`config.mk`:
```
export PLATFORM = sky130hd
export DESIGN_NAME = serial_dma_stealer
export DESIGN_NICKNAME = d
export VERILOG_FILES = /design/src/rtl/sds_pkg.sv /design/src/rtl/sds_prio.sv /design/src/rtl/sds_chmux.sv /design/src/rtl/sds_cycle.sv /design/src/rtl/serial_dma_stealer.sv
export SDC_FILE = /design/constraint.sdc
export NUM_CORES = 1
export LEC_CHECK = 0
export ABC_CLOCK_PERIOD_IN_PS = 3450
export BUFFER_PORTS_ARGS = -buffer_cell sky130_fd_sc_hd__clkbuf_2
export CORE_AREA = 2 2 155 157
export CTS_CLUSTER_DIAMETER = 200
export DETAILED_ROUTE_END_ITERATION = 7
export DIE_AREA = 0 0 157 159
export SYNTH_ARGS = -nofsm -noshare
export SYNTH_HDL_FRONTEND = slang
export SYNTH_SLANG_ARGS = --single-unit
export TNS_END_PERCENT = 5
```
`constraint.sdc`:
```
create_clock -name clk -period 3.45 [get_ports clk]
set_clock_uncertainty 0.15 [all_clocks]
set_input_delay 0.1725 -clock clk [delete_from_list [all_inputs] [get_ports clk]]
set_output_delay 0.1725 -clock clk [all_outputs]
set_load 0.02 [all_outputs]
```
`src/rtl/sds_pkg.sv`:
```
package sds_pkg;
  localparam int WDOG_W = 16;

  typedef enum logic [1:0] {ST_IDLE, ST_REQ, ST_XFER, ST_GAP} sds_state_e;

  localparam logic [1:0] MODE_ASYNC  = 2'b00;
  localparam logic [1:0] MODE_HDLC   = 2'b01;
  localparam logic [1:0] MODE_TRANSP = 2'b10;
  localparam logic [1:0] MODE_BYTESY = 2'b11;

  // 16-bit access for every read and for bit-oriented framing writes
  function automatic logic is_word(input logic wr, input logic [1:0] mode);
    return !wr || (mode == MODE_HDLC) || (mode == MODE_TRANSP);
  endfunction

  // returns {uds_n, lds_n}
  function automatic logic [1:0] strobe_n(input logic word, input logic a0);
    if (word) return 2'b00;
    return a0 ? 2'b10 : 2'b01;
  endfunction

  function automatic logic misaligned(input logic word, input logic a0);
    return word && a0;
  endfunction

  // limit 0 behaves as limit 1
  function automatic logic wdog_hit(input logic [WDOG_W-1:0] cnt,
                                    input logic [WDOG_W-1:0] limit);
    return ({1'b0, cnt} + 1'b1) >= {1'b0, limit};
  endfunction
endpackage

```
`src/rtl/sds_prio.sv`:
```
module sds_prio #(
  parameter int NCH = 6,
  localparam int IW = (NCH > 1) ? $clog2(NCH) : 1
) (
  input  logic [NCH-1:0] req,
  output logic [NCH-1:0] gnt,
  output logic [IW-1:0]  idx,
  output logic           any
);
  always_comb begin
    gnt = '0;
    idx = '0;
    any = 1'b0;
    for (int i = 0; i < NCH; i++) begin
      if (req[i] && !any) begin
        gnt[i] = 1'b1;
        idx    = IW'(i);
        any    = 1'b1;
      end
    end
  end
endmodule

```
`src/rtl/sds_chmux.sv`:
```
module sds_chmux import sds_pkg::*; #(
  parameter int NCH = 6,
  parameter int AW  = 24,
  parameter int DW  = 16,
  localparam int IW = (NCH > 1) ? $clog2(NCH) : 1
) (
  input  logic [IW-1:0]     idx,
  input  logic [NCH*AW-1:0] ch_addr,
  input  logic [NCH-1:0]    ch_wr,
  input  logic [NCH*2-1:0]  ch_mode,
  input  logic [NCH*3-1:0]  ch_fc,
  input  logic [NCH*DW-1:0] ch_wdata,
  output logic [AW-1:0]     sel_addr,
  output logic              sel_wr,
  output logic              sel_word,
  output logic [2:0]        sel_fc,
  output logic [DW-1:0]     sel_wdata
);
  logic [1:0]    mode;
  logic [DW-1:0] raw;

  always_comb begin
    sel_addr  = ch_addr[idx*AW +: AW];
    sel_wr    = ch_wr[idx];
    mode      = ch_mode[idx*2 +: 2];
    sel_fc    = ch_fc[idx*3 +: 3];
    raw       = ch_wdata[idx*DW +: DW];
    sel_word  = is_word(sel_wr, mode);
    sel_wdata = sel_word ? raw : {2{raw[DW/2-1:0]}};
  end
endmodule

```
`src/rtl/sds_cycle.sv`:
```
module sds_cycle import sds_pkg::*; #(
  parameter int NCH = 6,
  parameter int AW  = 24,
  parameter int DW  = 16
) (
  input  logic              clk,
  input  logic              rst_n,
  input  logic              any_req,
  input  logic [NCH-1:0]    gnt,
  input  logic [AW-1:0]     sel_addr,
  input  logic              sel_wr,
  input  logic              sel_word,
  input  logic [2:0]        sel_fc,
  input  logic [DW-1:0]     sel_wdata,
  input  logic [WDOG_W-1:0] wdog_limit,
  input  logic              gp_owns,
  input  logic              bus_gnt,
  input  logic              dtack_n,
  input  logic [DW-1:0]     din,
  output logic              bus_req,
  output logic              bgack_n,
  output logic              as_n,
  output logic              uds_n,
  output logic              lds_n,
  output logic              rw,
  output logic [AW-1:1]     addr,
  output logic [2:0]        fc,
  output logic [DW-1:0]     dout,
  output logic [NCH-1:0]    done,
  output logic [NCH-1:0]    berr,
  output logic [DW-1:0]     rdata,
  output logic              ev_start,
  output logic              ev_end
);
  sds_state_e        state_q;
  logic [NCH-1:0]    cur_q, done_q, berr_q;
  logic [AW-1:0]     addr_q;
  logic              wr_q, word_q;
  logic [2:0]        fc_q;
  logic [DW-1:0]     wdata_q, rdata_q;
  logic [WDOG_W-1:0] cnt_q;
  logic              in_xfer, bad_align;

  assign in_xfer   = (state_q == ST_XFER);
  assign bad_align = misaligned(sel_word, sel_addr[0]);
  assign ev_start  = (state_q == ST_IDLE) && any_req && !bad_align;
  assign ev_end    = in_xfer && (!dtack_n || wdog_hit(cnt_q, wdog_limit));

  always_ff @(posedge clk) begin
    if (!rst_n) begin
      state_q <= ST_IDLE;
      cur_q   <= '0;
      done_q  <= '0;
      berr_q  <= '0;
      addr_q  <= '0;
      wr_q    <= 1'b0;
      word_q  <= 1'b1;
      fc_q    <= '0;
      wdata_q <= '0;
      rdata_q <= '0;
      cnt_q   <= '0;
    end else begin
      done_q <= '0;
      berr_q <= '0;
      unique case (state_q)
        ST_IDLE: if (any_req) begin
          cur_q   <= gnt;
          addr_q  <= sel_addr;
          wr_q    <= sel_wr;
          word_q  <= sel_word;
          fc_q    <= sel_fc;
          wdata_q <= sel_wdata;
          cnt_q   <= '0;
          if (bad_align) begin
            berr_q  <= gnt;
            state_q <= ST_GAP;
          end else if (gp_owns) begin
            state_q <= ST_XFER;
          end else begin
            state_q <= ST_REQ;
          end
        end
        ST_REQ: if (bus_gnt) state_q <= ST_XFER;
        ST_XFER: begin
          if (!dtack_n) begin
            done_q  <= cur_q;
            if (!wr_q) rdata_q <= din;
            state_q <= ST_GAP;
          end else if (wdog_hit(cnt_q, wdog_limit)) begin
            berr_q  <= cur_q;
            state_q <= ST_GAP;
          end else begin
            cnt_q <= cnt_q + 1'b1;
          end
        end
        default: state_q <= ST_IDLE;
      endcase
    end
  end

  always_comb begin
    bus_req        = (state_q == ST_REQ);
    bgack_n        = !in_xfer;
    as_n           = !in_xfer;
    {uds_n, lds_n} = in_xfer ? strobe_n(word_q, addr_q[0]) : 2'b11;
    rw             = in_xfer ? !wr_q : 1'b1;
    addr           = in_xfer ? addr_q[AW-1:1] : '0;
    fc             = in_xfer ? fc_q : '0;
    dout           = (in_xfer && wr_q) ? wdata_q : '0;
  end

  assign done  = done_q;
  assign berr  = berr_q;
  assign rdata = rdata_q;
endmodule

```
`src/rtl/serial_dma_stealer.sv`:
```
module serial_dma_stealer import sds_pkg::*; #(
  parameter int NCH = 6,
  parameter int AW  = 24,
  parameter int DW  = 16,
  localparam int IW = (NCH > 1) ? $clog2(NCH) : 1
) (
  input  logic              clk,
  input  logic              rst_n,
  input  logic [NCH-1:0]    ch_req_i,
  input  logic [NCH*AW-1:0] ch_addr_i,
  input  logic [NCH-1:0]    ch_wr_i,
  input  logic [NCH*2-1:0]  ch_mode_i,
  input  logic [NCH*3-1:0]  ch_fc_i,
  input  logic [NCH*DW-1:0] ch_wdata_i,
  input  logic [WDOG_W-1:0] wdog_limit_i,
  input  logic              gp_owns_i,
  output logic              bus_req_o,
  input  logic              bus_gnt_i,
  output logic              bgack_n_o,
  output logic              as_n_o,
  output logic              uds_n_o,
  output logic              lds_n_o,
  output logic              rw_o,
  output logic [AW-1:1]     addr_o,
  output logic [2:0]        fc_o,
  output logic [DW-1:0]     dout_o,
  input  logic [DW-1:0]     din_i,
  input  logic              dtack_n_i,
  output logic [NCH-1:0]    done_o,
  output logic [NCH-1:0]    berr_o,
  output logic [DW-1:0]     rdata_o
);
  logic [NCH-1:0] win_gnt;
  logic [IW-1:0]  win_idx;
  logic           win_any;
  logic [AW-1:0]  sel_addr;
  logic           sel_wr, sel_word;
  logic [2:0]     sel_fc;
  logic [DW-1:0]  sel_wdata;
  logic           ev_start, ev_end;

  sds_prio #(.NCH(NCH)) u_prio (
    .req(ch_req_i), .gnt(win_gnt), .idx(win_idx), .any(win_any)
  );

  sds_chmux #(.NCH(NCH), .AW(AW), .DW(DW)) u_mux (
    .idx(win_idx), .ch_addr(ch_addr_i), .ch_wr(ch_wr_i), .ch_mode(ch_mode_i),
    .ch_fc(ch_fc_i), .ch_wdata(ch_wdata_i), .sel_addr(sel_addr),
    .sel_wr(sel_wr), .sel_word(sel_word), .sel_fc(sel_fc), .sel_wdata(sel_wdata)
  );

  sds_cycle #(.NCH(NCH), .AW(AW), .DW(DW)) u_cyc (
    .clk(clk), .rst_n(rst_n), .any_req(win_any), .gnt(win_gnt),
    .sel_addr(sel_addr), .sel_wr(sel_wr), .sel_word(sel_word),
    .sel_fc(sel_fc), .sel_wdata(sel_wdata), .wdog_limit(wdog_limit_i),
    .gp_owns(gp_owns_i), .bus_gnt(bus_gnt_i), .dtack_n(dtack_n_i), .din(din_i),
    .bus_req(bus_req_o), .bgack_n(bgack_n_o), .as_n(as_n_o), .uds_n(uds_n_o),
    .lds_n(lds_n_o), .rw(rw_o), .addr(addr_o), .fc(fc_o), .dout(dout_o),
    .done(done_o), .berr(berr_o), .rdata(rdata_o),
    .ev_start(ev_start), .ev_end(ev_end)
  );
endmodule

```
---- After elaboration in Yosys (flattened, before gate mapping) ----
Cells that the tools add are included.
storage, ports and cells
  bits in registers ....................... 97
  input port bits ......................... 319
  output and inout bits ................... 76
  word-level logic and storage cells ...... 102
cells by class
  add/sub/neg operators ................... 2
  $mul .................................... 2
  magnitude comparators ................... 2
  equal/unequal tests ..................... 9
  shift operators ......................... 4
  mux-type cells .......................... 44
  bitwise gates (word level) .............. 4
  reduce and logical (&&, ||, !) cells .... 24
operators by type and width
  cell                                                                  number
  144-bit by 9-bit indexed part select with 24-bit output               1
  96-bit by 8-bit indexed part select with 16-bit output                1
  16-bit two-way mux                                                    5
  16-bit case mux with 2 select lines                                   1
  2-bit two-way mux                                                     12
  6-bit two-way mux                                                     4
  23-bit two-way mux                                                    1
  18-bit by 6-bit indexed part select with 3-bit output                 1
  16-bit by 1-bit adder with 17-bit output, second input constant       1
  17-bit by 16-bit greater-or-equal comparator with 1-bit output        1
  16-bit by 1-bit adder with 16-bit output, second input constant       1
  1-bit two-way mux                                                     15
  6-bit case mux with 2 select lines                                    1
  12-bit by 5-bit indexed part select with 2-bit output                 1
  3-bit by 2-bit multiplier with 5-bit output, second input constant    2
  3-bit two-way mux                                                     3
  1-bit logical NOT                                                     8
  1-bit logical AND                                                     7
  2-bit case mux with 3 select lines                                    1
  3-bit AND reduction                                                   2
  2-bit by 1-bit == test with 1-bit output, second input constant       2
  2-bit == test, second input constant                                  2
  3-bit by 4-bit < comparator with 1-bit output, second input constant  1
  2-bit by 1-bit != test with 1-bit output, second input constant       2
  10 further kinds                                                      15

---- Logic depth before layout (Yosys ltp) ----
Gate-level depths: netlist of the first run.
  depth in word-level cells ............... 25
  gate-level depth with buffers ........... 17

---- Cells and area by module ----
From an unflattened synthesis of the first run, not the netlist that was laid out.
unflattened totals
  cell total of the unflattened synthesis .. 834
  area, all modules ....................... 7123.1 um^2
by module, submodules not included
  module     times used  cells each  area an instance (um^2)
  sds_cycle  1           589         4814.6
  sds_chmux  1           228         2214.6
  sds_prio   1           17          93.8

---- Worst setup path after synthesis of the first run ----
Ideal clock, no wire load.
  path type ............................... register -> register
  from .................................... register u_cyc.cnt_q[0]
  to ...................................... register u_cyc.cnt_q[10]
  setup time .............................. 60 ps
  arrival ................................. 3265 ps
  required time ........................... 3240 ps
  setup slack ............................. -25 ps
  stages on the path, launching flop included .. 17
  path buffers ............................ 1
  path through ............................ dfxtp_1 ha_1 nand3_1 nor2_1 nand4_1 nor2_1 and3_1 xor2_1 ha_1 and3_1 o21ai_0 a41oi_1 o21a_1 o22ai_1 a21boi_1 clkbuf_1 a22o_1
between the ends
  cells in the longest elaborated chain, start to end .. 4
  elaborated cells on any way between the ends .. 8
  those cells by class .................... add/sub: 2; order compare: 1; eq/ne: 1; mux: 3; reduce/logical: 1
ends and longest elaborated chain
  item                                                                                                  line             RTL
  from (decl)                                                                                           sds_cycle.sv:41  logic [WDOG_W-1:0] cnt_q;
  from (signal assigned)                                                                                sds_cycle.sv:93  cnt_q <= cnt_q + 1'b1;
  16-bit by 1-bit adder with 17-bit output or 16-bit by 1-bit adder with 16-bit output (tied branches)  n/a
  17-bit by 16-bit greater-or-equal comparator with 1-bit output or 16-bit two-way mux (tied branches)  n/a
  2-bit != test (no source line) or 16-bit two-way mux (tied branches)                                  n/a
  4-bit AND reduction (no source line) or 16-bit case mux with 2 select lines (tied branches)           n/a
Several ways; a longest one is shown, not always the timed one. The select of a mux whose other input is x is not followed.
A chain may end at the register's enable or synchronous reset.

---- Worst setup path after layout of the first run ----
  from .................................... register u_cyc.cnt_q[1]
  to ...................................... register u_cyc.cnt_q[8]
Same word-level chain as after synthesis.

==> results of run 1 <==
worst max-delay path: cells and delay by family (launching register included):
kind	cells	cell delay [ns]
simple gates	7	1.13
fa+ha+maj	1	0.31
xor+xnor	1	0.17
compound gates	7	0.99
buf+inv	1	0.16
flops	1	0.36
logic make-up (layout without fill, tap and decap cells):
group           Yosys count  count (layout)  share of synthesized area
xor+xnor                 15              15                     0.0198
fa+ha+maj                21              21                     0.0374
compound gates          214             214                      0.205
flops                    97              97                      0.277
buf+inv                 104             495                     0.0597
mux                      14              14                     0.0203
simple gates            585             585                      0.381
final cells by class:
class                      instances  area (sq um)  share of cell area
multi-input combinational        849          4760               0.476
timing repair buffer             454          2500               0.250
sequential                        97          1950               0.195
tap                              319           399              0.0399
clock buffer                       9           225              0.0225
inverter                          25          93.8             0.00938
clock inverter                     7          72.6             0.00725
power by group:
part / leakage, nW / internal [mW] / switching, mW / total (mW)
Clock: 0.143 / 0.513 / 0.506 / 1.02
Combinational: 4.13 / 0.700 / 1.17 / 1.87
Sequential: 0.796 / 1.34 / 0.125 / 1.47
synth_stat cells (all sizes together) (2+ instances only):
| library cell | count | area (sq um) |
|---|---|---|
| a2111oi | 2 | 23.8 |
| nor3b | 4 | 30.0 |
| nand2b | 4 | 25.0 |
| o22ai | 8 | 50.1 |
| a22o | 7 | 61.3 |
| nor4 | 5 | 31.3 |
| o211a | 5 | 50.1 |
| dfxtp | 97 | 1940 |
| nand3 | 94 | 470 |
| a21boi | 34 | 255 |
| o221a | 2 | 22.5 |
| a32o | 4 | 40.0 |
| a22oi | 6 | 45.0 |
| o211ai | 3 | 22.5 |
| a31oi | 13 | 81.3 |
| buf | 9 | 62.6 |
| or3 | 2 | 12.5 |
| a21oi | 53 | 269 |
| o21ai | 44 | 220 |
| nor2b | 10 | 62.6 |
| nand2 | 317 | 1190 |
| nor2 | 35 | 134 |
| mux2i | 12 | 120 |
| a211o | 2 | 17.5 |
| ha | 21 | 263 |
| xnor2 | 5 | 43.8 |
| and3 | 24 | 150 |
| and2 | 54 | 340 |
| a211oi | 2 | 27.5 |
| or2 | 2 | 12.5 |
| a41oi | 2 | 17.5 |
| xor2 | 10 | 95.1 |
| a21o | 7 | 52.6 |
| clkbuf | 70 | 263 |
| o31ai | 9 | 67.6 |
| nand4 | 20 | 125 |
| o21a | 2 | 15.0 |
| o221ai | 5 | 43.8 |
| nor3 | 7 | 35.0 |
| or4 | 3 | 22.5 |
| mux2 | 2 | 22.5 |
| inv | 25 | 93.8 |
through the flow:
stage / power [mW] / hold WS (ns) / cell area, sq um / cells / setup TNS [ns]
floorplan: 2.60 / 0.167 / 7020 / 1050 / 0
global placement: 3.30 / 0.257 / 9410 / 1722 / 0
detailed placement: 3.32 / 0.263 / 9410 / 1722 / 0
CTS: 4.37 / 0.0184 / 9870 / 1755 / 0
global route: 4.67 / 0.0227 / 10000 / 1760 / -0.923
finish: 4.35 / 0.0355 / 10000 / 1760 / 0
routing by layer:
layer / vias to the layer above / track usage
met5: - / 0
met4: 0 / 0.0646
met3: 42 / 0.0474
met2: 322 / 0.365
met1: 3982 / 0.275
li1: 4364 / -
sequential cells by signal, summed over array words and instances, names as in the netlist:
name,count
u_cyc.cur_q,6
u_cyc.cnt_q,16
u_cyc.rdata,16
u_cyc.berr,6
u_cyc.wdata_q,16
u_cyc.done,6
u_cyc.addr_q,24
u_cyc.word_q,1
u_cyc.state_q,2
u_cyc.wr_q,1
u_cyc.fc_q,3
worst paths after layout:
check                 startpoint               end  cells past startpoint
hold reg to reg    u_cyc.fc_q[2]     u_cyc.fc_q[2]                      2
setup reg to reg  u_cyc.cnt_q[1]    u_cyc.cnt_q[8]                     17
hold / removal    ch_addr_i[142]  u_cyc.addr_q[22]                      5
setup / recovery  u_cyc.cnt_q[1]    u_cyc.cnt_q[8]                     17
cell usage in the layout, fill, tap and decap left out, types with 9 or more instances in the layout:
cell type        n
a21boi_0        33
a21oi_1         50
a31oi_1         13
and2_1          52
and3_1          19
buf_4           39
clkbuf_16        9
clkbuf_2       394
dfxtp_1         91
dlygate4sd3_1   17
ha_1            20
inv_1           25
mux2i_1         12
nand2_1        316
nand3_1         92
nand4_1         20
nor2_1          29
nor2b_1         10
o21ai_0         33
o21ai_1          9
o31ai_1          9
repair_timing:
item	in CTS	in global routing
buffers inserted	0	4
pin swaps	0	6
endpoints found under the setup margin	2	24
hold endpoints to repair	17	0
gates cloned	0	1
resized for setup	1	36
hold buffers	17	0
==> out/results.tsv, run 1 <==
metric	value	unit
worst_slew_pin_slew	1.18	ns
hold_class	primary input to flip-flop	
setup_violations	0	
routed_via_density	4.95	
drive_gt1_frac	0.344	
grt_pass1_wl	43200	microns
h-tree-depth	3	
gp_congestion	0.909	
cp-end-kind	flip-flop	
cp_max_fo	6	
crit_type	flip-flop to flip-flop	
final_util	0.431	
postSynthAreaPerCell	6.68	sq um
synthArstFlopShare	0	
met3_length	1790	microns
dp_slack	0.0216	ns
finalCritPeriodShare	0.976	
cp_slowest_cell	dfxtp_2	
drc	0	
fillers	2496	
critPathMaxStageDelay	0.36	ns
area_growth	42.6	%
clk_pin_slew	0.08	ns
wl_met1	11900	microns
crit_arrival	3.48	ns
globalRouteTotalUtil	0.216	
clk_root_buffer_cell	clkbuf_16	
cts_max_path_buffers	2	
top_layer	met4	
n_antenna_cell	0	
finalMaxSlewViolations	0	
wl	28100	microns
ant_nets	0	
cp_cell_sequence	nand4_1 > nor2_4 > and3_4 > and3_4 > and3_4 > nand3_2 > xnor2_2 > ha_1 > and3_4 > o21ai_0 > a41oi_1 > o21a_1 > o22ai_1 > a21boi_2 > buf_6 > o21ai_0 > o31ai_1	
p_leak	5.07	nW
timing.final.ws_setup	0.0835	ns
die_x	157	microns
drv_cap	0	
wl_per_cell	16.0	microns
port_buffers	394	
startpoint_type	flip-flop	
dp_hpwl	21900	microns
synth_cell_types	62	
drtPass1Iterations	5	
numCtsBuffers	9	
num_rows	56	
powerDensity	435	nW/um^2
vias	8710	
required	3.57	ns
grt_pass1_vias	8237	
outcome	finished clean	
yosys_warnings	0	
wl_met2	13800	microns
synthCells	1050	
ff2ff_setup_slack	0.08	ns
finalCriticalPeriod	3.37	ns
start_util	0.303	
synth_area	7020	sq um
synth_edf_count	0	
drtIter0Drc	453	
fp.dieArea	25000	sq um
antenna_found_initial	0	
die_h	159	microns
synth_ff_type	dfxtp_1	
clock-sinks	97	
rsz0062_at_grt	yes	
tritoncts	built	
gr-total-overflow	0	
core	23200	sq um
synth-seq-cells	97	
yosysSeqAreaShare	0.277	
syn_nets	1390	
hold_viol_final	0	
max_freq	297	MHz
clkLatencyLatePin	0.35	ns
relSlewSlack	0.207	
nNetsFinal	1776	
vdd_drop_max	0.245	mV
ioPinCount	395	
grt_max_degree	116	
cp_common_cell	and3_4	
No activity file was read; power rests on OpenSTA's default activity.
==> inputs of run 2 (changes only) <==
--- a/config.mk
+++ b/config.mk
@@ -11,6 +11,7 @@
 export CTS_CLUSTER_DIAMETER = 200
 export DETAILED_ROUTE_END_ITERATION = 7
 export DIE_AREA = 0 0 157 159
+export PLACE_DENSITY = 0.62
 export SYNTH_ARGS = -nofsm -noshare
 export SYNTH_HDL_FRONTEND = slang
 export SYNTH_SLANG_ARGS = --single-unit
==> run 2 against run 1 <==
- sequential cell count did not move
- worst hold slack improved by 0.0080 ns
- critical path depth fell by 1
- count of clock-buffer cells in the layout did not move
- sequential power barely moved
- final cell count rose by 0.17%
- utilization rose by 0.35 points
- non-clock buffer count rose by 3
- via count rose by 0.37%
- highest routed layer unchanged
==> out/results.tsv, run 2 (same netlist as run 1, synthesis figures left out) <==
metric	value	unit	change
outcome	finished clean		
tritoncts	built		
cp-end-kind	flip-flop		
hold_class	primary input to flip-flop		
core	23200	sq um	unchanged
wl_per_cell	16.1	microns	+0.88%
max_freq	306	MHz	+3.1%
drtIter0Drc	420		-7.3%
placed_cells	1724		+0.12%
n_antenna_cell	0		unchanged
globalRouteTotalUtil	0.223		+0.00617
stdcell_area	10100	sq um	+0.80%
grt_max_degree	112		-3.4%
worst_slew_pin_slew	1.28	ns	+0.0956 ns
fin_cells	1763		+0.17%
dp_slack	-0.000766	ns	-0.0223 ns
clk_pin_slew	0.07	ns	about the same
wl	28400	microns	+1.1%
hold_viol_final	0		unchanged
drive_gt1_frac	0.349		+0.00552
finalCriticalPeriod	3.26	ns	-0.102 ns
ioPinCount	395		unchanged
layout_commonest_cell	clkbuf_2		
cts_max_path_buffers	2		unchanged
p_sw	1.77	mW	-1.6%
area_growth	43.7	%	
powerDensity	435	nW/um^2	about the same
gp_congestion	0.944		+3.9%
ff2ff_setup_slack	0.19	ns	+0.10 ns
relSlewSlack	0.144		-0.0639
antenna_found_initial	0		unchanged
timing.final.ws_setup	0.185	ns	+0.102 ns
power_frac_seq	0.335		-0.002
vias	8742		+0.37%
ant_nets	0		unchanged
reg2reg_to	u_cyc.cnt_q[6]		
startpoint_type	flip-flop		
grt_pass1_wl	44300	microns	+2.8%
clkLatencyLatePin	0.35	ns	about the same
pwr-share-comb	0.422		-0.007
reg2reg_depth	16		-1
clock-sinks	97		unchanged
h-tree-depth	3		unchanged
routed_via_density	4.96		+0.20%
cp-endpoint	u_cyc.cnt_q[6]		
p_clk_frac	0.243		+0.009
dp_hpwl	22300	microns	+1.9%
finalHoldWorstSlack	0.0436	ns	+0.00802 ns
cp_max_fo	13		+7
finalCritPeriodShare	0.946		-0.0296
num_rows	56		unchanged
drtPass1Iterations	5		unchanged
final_cell_mix	clkbuf_2 (394), nand2_1 (315), dfxtp_1 (92)		
top_register	u_cyc.addr_q		
place_area	9430	sq um	+0.27%
p_leak	5.09	nW	+0.43%
setup_violations	0		unchanged
drc	0		unchanged
switching_share	0.403		-0.0102
hold_path.startpoint	ch_addr_i[109]		
final_util	0.435		+0.00345
clk_root_buffer_cell	clkbuf_16		
fp.dieArea	25000	sq um	unchanged
port_buffers	394		unchanged
crit_type	flip-flop to flip-flop		
finalMaxSlewViolations	0		unchanged
crit_arrival	3.36	ns	-0.12 ns
nNetsFinal	1779		+0.17%
required	3.54	ns	-0.03 ns
p_int	2.62	mW	+2.6%
r2r-start	u_cyc.cnt_q[2]		
gr-total-overflow	0		unchanged
die_x	157	microns	unchanged
vdd_drop_max	0.293	mV	+19%
drv_cap	0		unchanged
crit_start	u_cyc.cnt_q[2]		
die_h	159	microns	unchanged
start_util	0.303		unchanged
largest_register_ffs	24		unchanged
grt_pass1_vias	8347		+1.3%
numCtsBuffers	9		unchanged
==> run 2: changes by cell type in the layout (fill, tap and decap cells not counted), moves of 2 or more <==
cell / before / now
buf_4: 39 / 43
xor2_2: 2 / 4
o21ai_0: 33 / 37
clkinv_4: 1 / 3
xor2_1: 8 / 6
buf_6: 2 / 0
o21ai_1: 9 / 4
==> run 2: through the flow <==
stage | power (mW) | TNS, ns
global placement | 3.32 | 0
CTS | 4.45 | 0
floorplan | 2.60 | 0
global route | 4.72 | -0.00296
detailed placement | 3.34 | -0.000766
finish | 4.39 | 0
==> run 2: routing by layer <==
metal  GRT usage  vias up  wire [microns]
li1            -     4374               -
met1       0.279     3986           11900
met2       0.374      327           13800
met3      0.0425       55            1740
met4      0.0884        0             986
met5           0        -               0
==> run 2: power groups by stage <==
stage	combinational (mW)	sequential (mW)	clock (mW)
2_1_floorplan	1.13	1.48	0
3_3_place_gp	1.84	1.48	0
3_5_place_dp	1.85	1.49	0
4_1_cts	1.87	1.47	1.11
5_1_grt	2.07	1.50	1.14
6_report	1.85	1.47	1.07
==> run 2: area by class of cell <==
cell class	instances	area [sq um]
multi-input combinational	849	4800
clock inverter	7	87.6
timing repair buffer	457	2520
tap	319	399
clock buffer	9	225
sequential	97	1950
fill	2484	13100
inverter	25	93.8
==> run 2: critical path, stage by stage (launching register included) <==
cell	delay, ns
dfxtp_1	0.37
nand4_1	0.16
nor2_4	0.14
and3_4	0.20
and3_4	0.18
and3_4	0.19
nand3_2	0.10
xnor2_2	0.16
ha_1	0.31
and3_4	0.18
o21ai_1	0.08
a41oi_2	0.18
buf_4	0.14
o21ai_2	0.05
and3_1	0.18
buf_12	0.15
a22o_1	0.23
==> run 2: worst min path at each step <==
stage / endpoint / slack [ns] / cells past startpoint
floorplan: u_cyc.rdata[10] / 0.17 / 2
global placement: u_cyc.rdata[5] / 0.26 / 3
detailed placement: u_cyc.rdata[2] / 0.27 / 3
CTS: u_cyc.addr_q[13] / 0.03 / 5
global route: u_cyc.addr_q[13] / 0.07 / 5
finish: u_cyc.addr_q[13] / 0.04 / 5
==> run 2: repair_timing <==
item	in CTS	in global routing
endpoints found under the setup margin	4	24
setup buffers	0	6
pin swaps	0	14
endpoints found under the hold margin	17	0
hold buffers	17	0
gates resized for setup	3	30
==> inputs of run 3 (changes only) <==
--- a/config.mk
+++ b/config.mk
@@ -8,10 +8,10 @@
 export ABC_CLOCK_PERIOD_IN_PS = 3450
 export BUFFER_PORTS_ARGS = -buffer_cell sky130_fd_sc_hd__clkbuf_2
 export CORE_AREA = 2 2 155 157
-export CTS_CLUSTER_DIAMETER = 200
 export DETAILED_ROUTE_END_ITERATION = 7
 export DIE_AREA = 0 0 157 159
 export PLACE_DENSITY = 0.62
+export REMOVE_ABC_BUFFERS = 1
 export SYNTH_ARGS = -nofsm -noshare
 export SYNTH_HDL_FRONTEND = slang
 export SYNTH_SLANG_ARGS = --single-unit
==> run 3 against run 2 <==
- final cell count shrank 0.17%
- utilization fell by 0.24 points
- global-route usage grew 0.82 points
- count of clock-buffer cells in the layout is 1 higher
- total power shrank 0.56%
- fmax increased by 0.27%
- wire length rose by 4.2%
- via count up 0.32%
- critical endpoint is now u_cyc.cnt_q[8]
==> out/results.tsv, run 3 (same netlist as run 1, synthesis figures left out) <==
metric	value	unit	change
wl_per_cell	16.8	microns	+4.4%
crit_type	flip-flop to flip-flop		
drv_cap	0		unchanged
clk_root_buffer_cell	clkbuf_16		
clkLatencyLatePin	0.35	ns	about the same
critPathMaxStageDelay	0.37	ns	about the same
crit_arrival	3.38	ns	+0.02 ns
cp_cell_sequence	nand4_1 > nor2_4 > and3_4 > and3_4 > and3_4 > nand3_4 > xnor2_2 > ha_1 > and3_4 > o21ai_1 > a41oi_1 > o21a_1 > o22ai_2 > a21boi_2 > buf_6 > o21ai_0 > o31ai_1		
timing.final.ws_setup	0.194	ns	+0.00880 ns
powerDensity	435	nW/um^2	about the same
die_x	157	microns	unchanged
drtIter0Drc	508		+21%
required	3.57	ns	+0.03 ns
rsz0062_at_grt	yes		
cp_slowest_cell	dfxtp_4		
grt_max_degree	57		-49%
die_h	159	microns	unchanged
fillers	2498		+0.56%
outcome	finished clean		
finalCriticalPeriod	3.26	ns	-0.00880 ns
gr-total-overflow	0		unchanged
largest_register_ffs	24		unchanged
wl	29600	microns	+4.2%
antenna_found_initial	4		+4
port_buffers	394		unchanged
critPathTopFamily	simple AND/OR/NAND/NOR gates		
layout_commonest_cell	clkbuf_2		
drc	0		unchanged
setup_violations	0		unchanged
cp_max_fo	8		-5
cp-end-kind	flip-flop		
routed_via_density	4.98		+0.49%
multi_input_area	4800	sq um	about the same
dp_hpwl	22900	microns	+2.7%
hold_class	primary input to flip-flop		
crit_buf_inv	1		-1
finalCritPeriodShare	0.944		-0.00255
p_leak	5.06	nW	-0.56%
fp.dieArea	25000	sq um	unchanged
area_growth	42.9	%	
clock-sinks	97		unchanged
hold_viol_final	0		unchanged
num_rows	56		unchanged
top_register	u_cyc.addr_q		
cts_max_path_buffers	2		unchanged
worst_slew_pin_slew	1.07	ns	-0.213 ns
drtPass1Iterations	5		unchanged
finalHoldWorstSlack	0.0448	ns	+0.00125 ns
final_util	0.432		-0.00237
clk_pin_slew	0.08	ns	about the same
tritoncts	built		
drive_gt1_frac	0.342		-0.00735
globalRouteTotalUtil	0.231		+0.00824
vias	8770		+0.32%
final_cell_mix	clkbuf_2 (394), nand2_1 (316), nand3_1 (92)		
ant_nets	0		unchanged
startpoint_type	flip-flop		
vdd_drop_max	0.197	mV	-33%
finalMaxSlewViolations	0		unchanged
core	23200	sq um	unchanged
max_freq	307	MHz	+0.27%
cp_common_cell	and3_4		
start_util	0.303		unchanged
regArea	1960	sq um	+0.39%
ioPinCount	395		unchanged
relSlewSlack	0.286		+0.143
grt_pass1_vias	8371		+0.29%
h-tree-depth	3		unchanged
grt_pass1_wl	45100	microns	+1.8%
nNetsFinal	1772		-0.39%
gp_congestion	0.935		-1.0%
numCtsBuffers	9		unchanged
dp_slack	0.0382	ns	+0.0390 ns
[run 3: layout make-up]
| class | instances | area share |
|---|---|---|
| repair buffers | 450 | 0.246 |
| clock buffers | 10 | 0.0238 |
| clock inverters | 6 | 0.00611 |
| multi-input cells | 849 | 0.479 |
| inverters | 25 | 0.00936 |
| diodes | 4 | 0.000998 |
| flip-flops and latches | 97 | 0.195 |
| well taps | 319 | 0.0398 |
[run 3: stage by stage]
step | instance area (sq um) | instances | setup TNS, ns | power (mW)
2_1_floorplan | 6690 | 971 | -20.00 | 2.52
4_1_cts | 9890 | 1753 | 0 | 4.38
6_report | 10000 | 1760 | 0 | 4.37
5_1_grt | 10000 | 1760 | -0.145 | 4.67
3_5_place_dp | 9420 | 1720 | 0 | 3.32
3_3_place_gp | 9420 | 1720 | 0 | 3.30
[run 3: report_power, final]
part	internal [mW]	leakage (nW)	switching [mW]
sequential	1.34	0.797	0.127
clock	0.528	0.144	0.496
combinational	0.700	4.12	1.18
[run 3: what timing repair did]
action	in CTS	in global routing
setup buffers	0	2
setup endpoints to repair	0	24
hold endpoints to repair	17	0
hold buffers	17	0
resized for setup	0	37
[run 3: final timing paths]
path,cells past startpoint,slack [ns],startpoint,endpoint
min,5,0.04,ch_addr_i[142],u_cyc.addr_q[22]
max,17,0.19,u_cyc.cnt_q[0],u_cyc.cnt_q[8]
min reg2reg,2,0.30,u_cyc.wdata_q[13],u_cyc.wdata_q[13]
max reg2reg,17,0.19,u_cyc.cnt_q[0],u_cyc.cnt_q[8]
[run 3: layer usage]
layer,part of all wire,GRT usage
met5,0,0
met3,0.061,0.0335
met4,0.036,0.0988
met1,0.41,0.286
met2,0.49,0.396
[run 3: worst min-delay path: stages]
cell,delay (ns)
clkbuf_2,0.08
nand2_1,0.05
nand3_1,0.07
nand4_1,0.07
a21boi_0,0.07
